## src/rtl/isa_slave_pkg.sv

```systemverilog
// Shared types for the expansion bus slave front end.
// Assumes: the lane code is formed as {high-byte-enable_n, address bit 0}.
package isa_slave_pkg;

    localparam int LANE_W = 8;

    typedef enum logic [1:0] {
        LANE_WORD   = 2'b00,
        LANE_ODD_HI = 2'b01,
        LANE_EVEN   = 2'b10,
        LANE_ODD_LO = 2'b11
    } lane_e;

endpackage

```

## src/rtl/isa_sync.sv

```systemverilog
// Two-stage synchronizer for a vector of asynchronous bus inputs.
// Assumes: each input bit is stable for at least two clocks around any edge
// that matters; the vector is not treated as coherent.
module isa_sync #(
    parameter int               WIDTH   = 8,
    parameter logic [WIDTH-1:0] RST_VAL = '0
) (
    input  logic             clk,
    input  logic             rst_n,
    input  logic [WIDTH-1:0] async_i,
    output logic [WIDTH-1:0] sync_o
);

    logic [WIDTH-1:0] stage1;

    // Two flops in series per bit, reset to the idle bus level.
    always_ff @(posedge clk) begin
        if (!rst_n) begin
            stage1 <= RST_VAL;
            sync_o <= RST_VAL;
        end else begin
            stage1 <= async_i;
            sync_o <= stage1;
        end
    end

endmodule

```

## src/rtl/isa_addr_latch.sv

```systemverilog
// Upper-address holder: follows the synchronized latchable lines while the
// address strobe is high and keeps the last value once it falls.
// Assumes: the strobe and address come from the same synchronizer.
module isa_addr_latch #(
    parameter int W = 7
) (
    input  logic         clk,
    input  logic         rst_n,
    input  logic         open_i,
    input  logic [W-1:0] addr_i,
    output logic [W-1:0] addr_o
);

    logic [W-1:0] held;

    // Track the live address while open; freeze on the falling edge.
    always_ff @(posedge clk) begin
        if (!rst_n)      held <= '0;
        else if (open_i) held <= addr_i;
    end

    assign addr_o = open_i ? addr_i : held;

    // the frozen copy is the value present at the last open clock.
    p_capture_r2: assert property (@(posedge clk) disable iff (!rst_n)
        $fell(open_i) |-> held == $past(addr_i));

    // with the strobe low on two clocks, the used address does not move.
    p_hold_r2: assert property (@(posedge clk) disable iff (!rst_n)
        (!open_i && $past(!open_i)) |-> $stable(addr_o));

endmodule

```

## src/rtl/isa_lane_steer.sv

```systemverilog
// Byte-lane steering between the 16-bit bus and a 16-bit stored word.
// Assumes: lane code {sbhe_n, a0}; an unselected lane is driven as zero.
module isa_lane_steer
    import isa_slave_pkg::*;
(
    input  lane_e                 lane_i,
    input  logic [2*LANE_W-1:0]   bus_wdata_i,
    input  logic [2*LANE_W-1:0]   word_rdata_i,
    output logic [1:0]            word_be_o,
    output logic [2*LANE_W-1:0]   word_wdata_o,
    output logic [2*LANE_W-1:0]   bus_rdata_o,
    output logic [1:0]            bus_oe_o
);

    logic [LANE_W-1:0] bus_lo, bus_hi, word_lo, word_hi;

    assign {bus_hi, bus_lo}   = bus_wdata_i;
    assign {word_hi, word_lo} = word_rdata_i;

    // Map the lane code onto write enables, write placement and read placement.
    always_comb begin
        unique case (lane_i)
            LANE_WORD: begin
                word_be_o    = 2'b11;
                word_wdata_o = bus_wdata_i;
                bus_rdata_o  = word_rdata_i;
                bus_oe_o     = 2'b11;
            end
            LANE_EVEN: begin
                word_be_o    = 2'b01;
                word_wdata_o = {{LANE_W{1'b0}}, bus_lo};
                bus_rdata_o  = {{LANE_W{1'b0}}, word_lo};
                bus_oe_o     = 2'b01;
            end
            LANE_ODD_HI: begin
                word_be_o    = 2'b10;
                word_wdata_o = {bus_hi, {LANE_W{1'b0}}};
                bus_rdata_o  = {word_hi, {LANE_W{1'b0}}};
                bus_oe_o     = 2'b10;
            end
            default: begin
                word_be_o    = 2'b10;
                word_wdata_o = {bus_lo, {LANE_W{1'b0}}};
                bus_rdata_o  = {{LANE_W{1'b0}}, word_hi};
                bus_oe_o     = 2'b01;
            end
        endcase
    end

endmodule

```

## src/rtl/isa_regfile.sv

```systemverilog
// Small word store with per-byte write enables and an asynchronous read.
// Assumes: one shared address for read and write; a same-cycle read sees
// the old contents.
module isa_regfile
    import isa_slave_pkg::*;
#(
    parameter int WORD_AW = 4,
    localparam int DEPTH  = 1 << WORD_AW
) (
    input  logic                  clk,
    input  logic                  rst_n,
    input  logic                  we_i,
    input  logic [1:0]            be_i,
    input  logic [WORD_AW-1:0]    addr_i,
    input  logic [2*LANE_W-1:0]   wdata_i,
    output logic [2*LANE_W-1:0]   rdata_o
);

    for (genvar g = 0; g < 2; g++) begin : g_lane
        logic [LANE_W-1:0] bank [DEPTH];

        // Clear on reset; otherwise commit this byte lane when enabled.
        always_ff @(posedge clk) begin
            if (!rst_n) begin
                for (int i = 0; i < DEPTH; i++) bank[i] <= '0;
            end else if (we_i && be_i[g]) begin
                bank[addr_i] <= wdata_i[g*LANE_W +: LANE_W];
            end
        end

        assign rdata_o[g*LANE_W +: LANE_W] = bank[addr_i];
    end

    // without a write, reading the same word again returns the same data.
    p_no_spurious_write_r10: assert property (@(posedge clk) disable iff (!rst_n)
        !we_i |=> (!$stable(addr_i) || $stable(rdata_o)));

endmodule

```

## src/rtl/isa_slave_front.sv

```systemverilog
// Slave front end for a legacy 16-bit expansion bus.
// Synchronizes the bus, holds the upper address, decodes a memory and an
// I/O window, steers byte lanes and commits writes on strobe release.
// Assumes: clk is several times faster than the bus clock; inputs hold for
// at least two clk periods around every strobe edge.
module isa_slave_front
    import isa_slave_pkg::*;
#(
    parameter int                        LA_W      = 7,
    parameter int                        LA_LSB    = 17,
    parameter int                        SA_W      = 20,
    parameter int                        IO_ADDR_W = 16,
    parameter logic [LA_W+LA_LSB-1:0]    MEM_BASE  = 24'h0D8000,
    parameter int                        MEM_AW    = 5,
    parameter logic [IO_ADDR_W-1:0]      IO_BASE   = 16'h0300,
    parameter int                        IO_AW     = 4
) (
    input  logic             clk,
    input  logic             rst_n,
    input  logic             bale_i,
    input  logic             aen_i,
    input  logic [LA_W-1:0]  la_i,
    input  logic [SA_W-1:0]  sa_i,
    input  logic             sbhe_n_i,
    input  logic             mrdc_n_i,
    input  logic             mwtc_n_i,
    input  logic             iorc_n_i,
    input  logic             iowc_n_i,
    input  logic [15:0]      data_i,
    output logic [15:0]      data_o,
    output logic [1:0]       data_oe_o,
    output logic             m16_n_o,
    output logic             io16_n_o
);

    localparam int FULL_W   = LA_W + LA_LSB;
    localparam int DATA_W   = 2 * LANE_W;
    localparam int CTRL_W   = 7;
    localparam int SYNC_W   = CTRL_W + LA_W + SA_W + DATA_W;
    localparam int MEM_WAW  = MEM_AW - 1;
    localparam int IO_WAW   = IO_AW - 1;
    localparam logic [SYNC_W-1:0] SYNC_IDLE =
        {3'b001, 4'b1111, {LA_W{1'b0}}, {SA_W{1'b0}}, {DATA_W{1'b0}}};

    logic              bale_s, aen_s, sbhe_n_s;
    logic              mrdc_n_s, mwtc_n_s, iorc_n_s, iowc_n_s;
    logic [LA_W-1:0]   la_s, la_eff;
    logic [SA_W-1:0]   sa_s;
    logic [DATA_W-1:0] d_s;
    logic [SYNC_W-1:0] sync_vec;

    isa_sync #(.WIDTH(SYNC_W), .RST_VAL(SYNC_IDLE)) u_sync (
        .clk     (clk),
        .rst_n   (rst_n),
        .async_i ({bale_i, aen_i, sbhe_n_i, mrdc_n_i, mwtc_n_i, iorc_n_i,
                   iowc_n_i, la_i, sa_i, data_i}),
        .sync_o  (sync_vec)
    );

    assign {bale_s, aen_s, sbhe_n_s, mrdc_n_s, mwtc_n_s, iorc_n_s, iowc_n_s,
            la_s, sa_s, d_s} = sync_vec;

    isa_addr_latch #(.W(LA_W)) u_latch (
        .clk    (clk),
        .rst_n  (rst_n),
        .open_i (bale_s),
        .addr_i (la_s),
        .addr_o (la_eff)
    );

    // Window decode on the combined address.
    logic [FULL_W-1:0] full_addr;
    logic              mem_hit, io_hit;

    assign full_addr = {la_eff, sa_s[LA_LSB-1:0]};
    assign mem_hit   = full_addr[FULL_W-1:MEM_AW] == MEM_BASE[FULL_W-1:MEM_AW];
    assign io_hit    = !aen_s &&
                       (sa_s[IO_ADDR_W-1:IO_AW] == IO_BASE[IO_ADDR_W-1:IO_AW]);

    // Previous write strobe levels, for release-edge detection.
    logic mw_prev, iow_prev;
    always_ff @(posedge clk) begin
        if (!rst_n) begin
            mw_prev  <= 1'b1;
            iow_prev <= 1'b1;
        end else begin
            mw_prev  <= mwtc_n_s;
            iow_prev <= iowc_n_s;
        end
    end

    logic mem_we, io_we, mem_rd, io_rd;
    assign mem_we = mem_hit && mwtc_n_s && !mw_prev;
    assign io_we  = io_hit  && iowc_n_s && !iow_prev;
    assign mem_rd = mem_hit && !mrdc_n_s;
    assign io_rd  = io_hit  && !iorc_n_s;

    // Lane steering shared by both windows.
    lane_e             lane;
    logic [1:0]        word_be, lane_oe;
    logic [DATA_W-1:0] word_wdata, bus_rdata, rd_word, mem_rdata, io_rdata;

    assign lane    = lane_e'({sbhe_n_s, sa_s[0]});
    assign rd_word = mem_rd ? mem_rdata : io_rdata;

    isa_lane_steer u_steer (
        .lane_i       (lane),
        .bus_wdata_i  (d_s),
        .word_rdata_i (rd_word),
        .word_be_o    (word_be),
        .word_wdata_o (word_wdata),
        .bus_rdata_o  (bus_rdata),
        .bus_oe_o     (lane_oe)
    );

    isa_regfile #(.WORD_AW(MEM_WAW)) u_mem (
        .clk     (clk),
        .rst_n   (rst_n),
        .we_i    (mem_we),
        .be_i    (word_be),
        .addr_i  (full_addr[MEM_AW-1:1]),
        .wdata_i (word_wdata),
        .rdata_o (mem_rdata)
    );

    isa_regfile #(.WORD_AW(IO_WAW)) u_io (
        .clk     (clk),
        .rst_n   (rst_n),
        .we_i    (io_we),
        .be_i    (word_be),
        .addr_i  (sa_s[IO_AW-1:1]),
        .wdata_i (word_wdata),
        .rdata_o (io_rdata)
    );

    // Register the bus-facing outputs: hit flags, lane enables and read data.
    always_ff @(posedge clk) begin
        if (!rst_n) begin
            m16_n_o   <= 1'b1;
            io16_n_o  <= 1'b1;
            data_oe_o <= 2'b00;
            data_o    <= '0;
        end else begin
            m16_n_o  <= !mem_hit;
            io16_n_o <= !io_hit;
            if (mem_rd || io_rd) begin
                data_oe_o <= lane_oe;
                data_o    <= bus_rdata;
            end else begin
                data_oe_o <= 2'b00;
                data_o    <= '0;
            end
        end
    end

    // output enables released one clock after no decoded read remains.
    p_oe_release_r9: assert property (@(posedge clk) disable iff (!rst_n)
        (!mem_rd && !io_rd) |=> (data_oe_o == 2'b00));

    // during DMA the I/O capability flag stays deasserted.
    p_io_blocked_r5: assert property (@(posedge clk) disable iff (!rst_n)
        aen_s |=> io16_n_o);

    // a memory window hit shows up on the flag one clock later.
    p_mem_flag_r4: assert property (@(posedge clk) disable iff (!rst_n)
        mem_hit |=> !m16_n_o);

endmodule

```

## config.mk

```make
export PLATFORM = sky130hd
export DESIGN_NAME = isa_slave_front
export DESIGN_NICKNAME = d
export VERILOG_FILES = /design/src/rtl/isa_slave_pkg.sv /design/src/rtl/isa_sync.sv /design/src/rtl/isa_addr_latch.sv /design/src/rtl/isa_lane_steer.sv /design/src/rtl/isa_regfile.sv /design/src/rtl/isa_slave_front.sv
export SDC_FILE = /design/constraint.sdc
export NUM_CORES = 1
export LEC_CHECK = 0
export ABC_AREA = 1
export CAP_MARGIN = 40
export CORE_ASPECT_RATIO = 0.9
export CORE_MARGIN = 2
export CORE_UTILIZATION = 35
export CTS_BUF_LIST = sky130_fd_sc_hd__clkbuf_2 sky130_fd_sc_hd__clkbuf_4 sky130_fd_sc_hd__clkbuf_8
export CTS_CLUSTER_SIZE = 12
export DETAILED_ROUTE_END_ITERATION = 8
export HOLD_SLACK_MARGIN = 0.02
export SLEW_MARGIN = 40
export SYNTH_ARGS = -nofsm -noshare
export SYNTH_HDL_FRONTEND = slang
export SYNTH_SLANG_ARGS = --single-unit
```

## constraint.sdc

```tcl
create_clock -name clk -period 2.7 [get_ports clk]
set_clock_uncertainty 0.15 [all_clocks]
set_input_delay 0.54 -clock clk [delete_from_list [all_inputs] [get_ports clk]]
set_output_delay 0.54 -clock clk [all_outputs]
set_load 0.02 [all_outputs]
```

Yosys cells after proc, flatten, opt, wreduce, memory -nomap -nowiden
Memories as Yosys holds them, arrays and structs flattened. A register that Yosys moved wholly into a read port is not among the register bits.
Cells that the tools add are included.
- bits in writable memories: 384
- bits in read-only memories: 0
- memories: 4
- bits in latches: 0
- bits of input ports: 52
- output and inout bits: 20
- flip-flop bits (word level): 129
- magnitude comparators: 0
- add/subtract/negate cells: 0
- equal/unequal tests: 4
- bitwise logic cells: 0
- muxes and demuxes: 35
- div/mod/pow operators: 0
- shift-type cells: 0
- $mul: 0
- reductions and logical operators: 25
- memory list (memory ; depth ; bits a word ; read ports ; clocked after memory_dff ; write ports ; RTL line ; source):
    u_mem.g_lane[0].bank ; 16 ; 8 ; 1 ; 1 ; 16 ; isa_regfile.sv:20 ; logic [LANE_W-1:0] bank [DEPTH];
    u_mem.g_lane[1].bank ; 16 ; 8 ; 1 ; 1 ; 16 ; isa_regfile.sv:20 ;
    u_io.g_lane[0].bank ; 8 ; 8 ; 1 ; 1 ; 8 ; isa_regfile.sv:20 ;
    u_io.g_lane[1].bank ; 8 ; 8 ; 1 ; 1 ; 8 ; isa_regfile.sv:20 ;
- operators with widths (operator ; count):
    one-hot mux 16 bit (3 select lines) ; 2
    2-to-1 mux 8 bit ; 4
    OR reduction 8 bit ; 4
    == test 19 x 15 -> 1 bit (second input constant) ; 1
    2-to-1 mux 1 bit ; 17
    2-to-1 mux 16 bit ; 1
    2-to-1 mux 4 bit ; 4
    == test 12 x 6 -> 1 bit (second input constant) ; 1
    2-to-1 mux 3 bit ; 4
    logical AND 1 bit ; 11
    one-hot mux 2 bit (2 select lines) ; 2
    zero test 1 bit ; 7
    2-to-1 mux 7 bit ; 1
    == test 2 x 1 -> 1 bit (second input constant) ; 1
    == test 2 bit (second input constant) ; 1
    zero test 2 bit ; 1
    AND reduction 2 bit ; 1
    logical OR 1 bit ; 1

Depth between registers and ports, before layout
- depth in word-level cells: 10
- gate-level depth with buffers: 14

By module
Synthesis repeated with hierarchy kept, for this count alone.
- cells, all modules: 2701
- area total of the unflattened synthesis: 23445.0 sq um
- modules (own cells, without submodules) (module ; cells each ; times used ; area each (sq um)):
    isa_regfile at u_mem ; 1405 ; 1 ; 12687.2
    isa_regfile at u_io ; 683 ; 1 ; 6020.8
    isa_sync ; 311 ; 1 ; 2892.8
    isa_slave_front ; 153 ; 1 ; 1084.8
    isa_lane_steer ; 90 ; 1 ; 411.6
    isa_addr_latch ; 59 ; 1 ; 347.8

Least setup slack after synthesis
Ideal clock, no wire load.
- path type: in2reg
- from: in rst_n
- to: mem u_io.g_lane[0].bank[1][0] (enable)
- library setup time: 0.329 ns
- required time: 2.221 ns
- data arrival time: 1.962 ns
- setup slack: 0.259 ns
- stages: 6
- path through: inv_1 clkbuf_1 nor2_1 buf_4 nand3_1 nand2_1
- RTL lines (what ; RTL line ; source):
    start: declaration ; isa_slave_front.sv:19 ; input logic rst_n,
    end: declaration ; isa_regfile.sv:20 ;

Worst setup path in the final report
- from: reg u_sync.sync_o[49]
- to: reg data_o[7]
- word-level cells in the longest chain between the ends: 5
- RTL lines (what ; RTL line ; source):
    start: declaration ; isa_sync.sv:11 ; output logic [WIDTH-1:0] sync_o
    start signal: assignment ; isa_sync.sv:23 ; sync_o <= stage1;
    2-to-1 mux 7 bit * ; isa_addr_latch.sv:22 ; assign addr_o = open_i ? addr_i : held;
    == test 19 x 15 -> 1 bit * ; isa_slave_front.sv:76 ; assign mem_hit = full_addr[FULL_W-1:MEM_AW] == MEM_BASE[FULL_W-1:MEM_AW];
    logical AND 1 bit * ; isa_slave_front.sv:95 ; assign mem_rd = mem_hit && !mrdc_n_s;
    2-to-1 mux 16 bit or logical OR 1 bit (tied branches) ; isa_slave_front.sv:104, isa_slave_front.sv:146 ;
    one-hot mux 16 bit (3 select lines) or AND reduction 2 bit (tied branches) ; - ;
    end signal: assignment ; isa_slave_front.sv:148 ; data_o <= bus_rdata;
    end: declaration ; isa_slave_front.sv:30 ; output logic [15:0] data_o,
Every way passes the cells marked *; elsewhere a longest branch is shown, timed or not.
A chain may end at the register's enable or synchronous reset.

==> metrics.csv <==
stage,metric,value,unit
status,outcome,completed,
timing,Max Slew Vio Count,0,
clock_tree,clock buffer count from CTS,80,
floorplanning,Die Area,0.06826,sq mm
timing,Final Hold Fails,0,
timing,TNS Setup,0,ns
logic_synthesis,"FFs w/ async S/R, synth",0,%
timing,RSZ-0062 raised after global routing,no,
logic_synthesis,post-synth top area cell,edfxtp_1,
critical_path,WP data arrival,2.97,ns
critical_path,Required @ worst endpoint,3.16,ns
logic_synthesis,syn_nets,2787,
logic_synthesis,top cell type's share of synthesized area,49.78,%
flow_run,# Max-Cap Violations,0,
timing,Final setup viols,0,
clock_tree,"Reg clk slew, reported paths",0.06,ns
global_route,largest net degree at the start of global routing,94,
timing,Slew headroom,52.32,%
logic_synthesis,cell area after synthesis,0.02316,sq mm
place,port bufs,68,
clock_tree,htree depth,3,
detailed_routing,post-DR vias/cell,4.412,
floorplanning,starting density of the core,35.38,%
floorplanning,io pins,72,
clock_tree,root buf cell,clkbuf_8,
detailed_routing,Vias,16791,
logic_synthesis,synthesized area per cell,8.469,sq um
floorplanning,chip height,248.1,microns
logic_synthesis,Post-Syn Instances,2735,
power_and_ir_drop,leakage power,12.06,nW
cells_and_area,Area Growth Syn to Fin,17.37,%
global_route,total track usage,17.18,%
cells_and_area,layout cells sized above 1,11.70,%
logic_synthesis,Yosys Warn Count,0,
place,GP Congestion,0.8638,
critical_path,Crit Path Max Fanout,9,
critical_path,startpoint types,register,
clock_tree,Clock Latency Late Sink,0.67,ns
power_and_ir_drop,maximum VDD drop,0.0003529,V
floorplanning,row count,89,
place,DPL Wire Length,37090,microns
critical_path,crit end category,register,
detailed_routing,drt pass-1 iters,5,
clock_tree,TritonCTS clock tree,yes,
power_and_ir_drop,PwrDens,606.9,mW/mm^2
floorplanning,die width,275.2,microns
global_route,initial antenna violation count,0,
critical_path,WS Path Type,reg2reg,
logic_synthesis,most common cell in the netlist,nand2_1,
cells_and_area,Layout Nets,2930,
detailed_routing,drt wl/cell,15.02,microns
cells_and_area,"Core Util, Final",41.52,%
timing,crit share post-route,92.85,%
cells_and_area,Filler cells,6561,
detailed_routing,DRC viols,0,
logic_synthesis,Post-synth top flop,edfxtp_1,
clock_tree,clk sinks,507,
clock_tree,CTS max path bufs,3,
timing,Worst Tran Pin Value,0.7152,ns
timing,fmax,398.9,MHz
floorplanning,placeable core area,0.06548,sq mm
global_route,vias in the first global route,16447,
logic_synthesis,sequential-to-total area share from yosys stat,60.41,%
logic_synthesis,number of synthesized flops with an enable pin,384,
logic_synthesis,top post-synthesis cells by area,"edfxtp_1, nand2_1, dfxtp_1, inv_1, nor2_1",
detailed_routing,Final ANT Viol Nets,0,
min_path,Worst Hold Class,reg2reg,
logic_synthesis,"Distinct cells, synth",26,
timing,min Tclk post-route,2.507,ns
logic_synthesis,"top cells by count, synth","nand2_1, inv_1, nor2_1",
cells_and_area,final design instance area without fill,0.02719,sq mm
detailed_routing,final wirelength,57180,microns
global_route,first-pass GRT wire length,90360,microns
global_route,global route overflow,0,
detailed_routing,initial DRC count,1411,
clock_tree,hold buffers post-CTS,0,
logic_synthesis,number of synthesized register bits,507,
place,Post-DP Area,0.02554,sq mm
-- registers in the layout, summed over array words and instances (netlist names), 2 cells and up --
| name | cells |
|---|---|
| u_mem.g_lane.bank | 256 |
| data_oe_o | 2 |
| u_io.g_lane.bank | 128 |
| u_sync.stage1 | 47 |
| u_latch.held | 7 |
| u_sync.sync_o | 47 |
| data_o | 16 |
-- worst paths after layout --
kind	cells past startpoint	startpoint	to	slack, ns
worst max-delay path	11	u_sync.sync_o[49]$_SDFF_PN0_	data_o[7]$_SDFF_PN0_	0.19
worst min-delay path	2	u_sync.stage1[29]$_SDFF_PN0_	u_sync.sync_o[29]$_SDFF_PN0_	0.26
worst max register to register	11	u_sync.sync_o[49]$_SDFF_PN0_	data_o[7]$_SDFF_PN0_	0.19
worst min register to register	2	u_sync.stage1[29]$_SDFF_PN0_	u_sync.sync_o[29]$_SDFF_PN0_	0.26
-- routing by layer --
metal	wire length [microns]	share of wire (%)	global-route usage [%]	vias up
met3	3827	6.7	3.615	87
met4	1158	2.0	4.801	0
met2	24980	44	26.47	507
li1	-	-	-	8565
met5	0	0	0	-
met1	27210	48	24.47	7632
-- kinds of logic after synthesis --
kind of cell	synth area share (%)
buffers and inverters	9.674
flip-flops	60.41
AND/OR/NAND/NOR	28.95
AO/OA/AOI/OAI	0.9669
-- power breakdown --
group          total [mW]  internal [mW]  switching [mW]
registers            8.71           8.63          0.0825
logic                1.16          0.359           0.803
clock network        6.63           3.54            3.09
-- critical path, cell delays in order (launching register included) --
cell and delay [ns]:
dfxtp_1 0.49, inv_2 0.12, nand2_1 0.09, nand2_1 0.06, nor2_2 0.17, nand3_2 0.14, nor2_2 0.11, nand2_1 0.06
nand2_1 0.12, clkinv_1 0.38, a21oi_1 0.39, buf_4 0.19
-- cells in the final DEF, fill, tap and decap left out, types with 13 or more instances in the layout --
cell type,Yosys,layout
a21oi_1,20,20
nand2_1,1063,1049
dfxtp_1,123,121
clkdlybuf4s50_1,0,67
nand3_4,30,30
nand2_2,0,14
nand3_1,13,13
buf_12,0,18
clkbuf_8,0,88
nor2_1,432,429
inv_1,453,451
edfxtp_1,384,384
clkbuf_4,0,31
clkinv_2,0,13
nand4_1,35,35
buf_4,5,101
nand3_2,15,15
-- layout make-up --
type | instances | area (sq um) | area share, %
Sequential cell | 507 | 14000 | 51.49
Multi-Input combinational cell | 1645 | 6984 | 25.69
Timing Repair Buffer | 186 | 1789 | 6.581
Inverter | 458 | 1720 | 6.328
Clock buffer | 119 | 1444 | 5.311
Tap cell | 864 | 1081 | 3.976
Clock inverter | 26 | 166.4 | 0.6121
Antenna cell | 1 | 2.502 | 0.009205
-- what timing repair did --
action | in CTS | in global routing
setup endpoints to repair | 0 | 106
endpoints found under the hold margin | 0 | 0
setup buffers | 0 | 0
gates resized for setup | 0 | 14
-- stage by stage --
step | hold WS (ns) | total power [mW] | setup slack (ns) | instances
after floorplan | 0.2405 | 9.575 | 0.2591 | 2735
after global placement | 0.2430 | 10.02 | 0.1603 | 3660
after detailed placement | 0.2459 | 10.03 | 0.1205 | 3660
after CTS | 0.2057 | 16.65 | 0.1113 | 3805
after global routing | 0.2231 | 17.13 | 0.002754 | 3805
final | 0.2562 | 16.50 | 0.1930 | 3806
(Power assumes the default switching activity.)
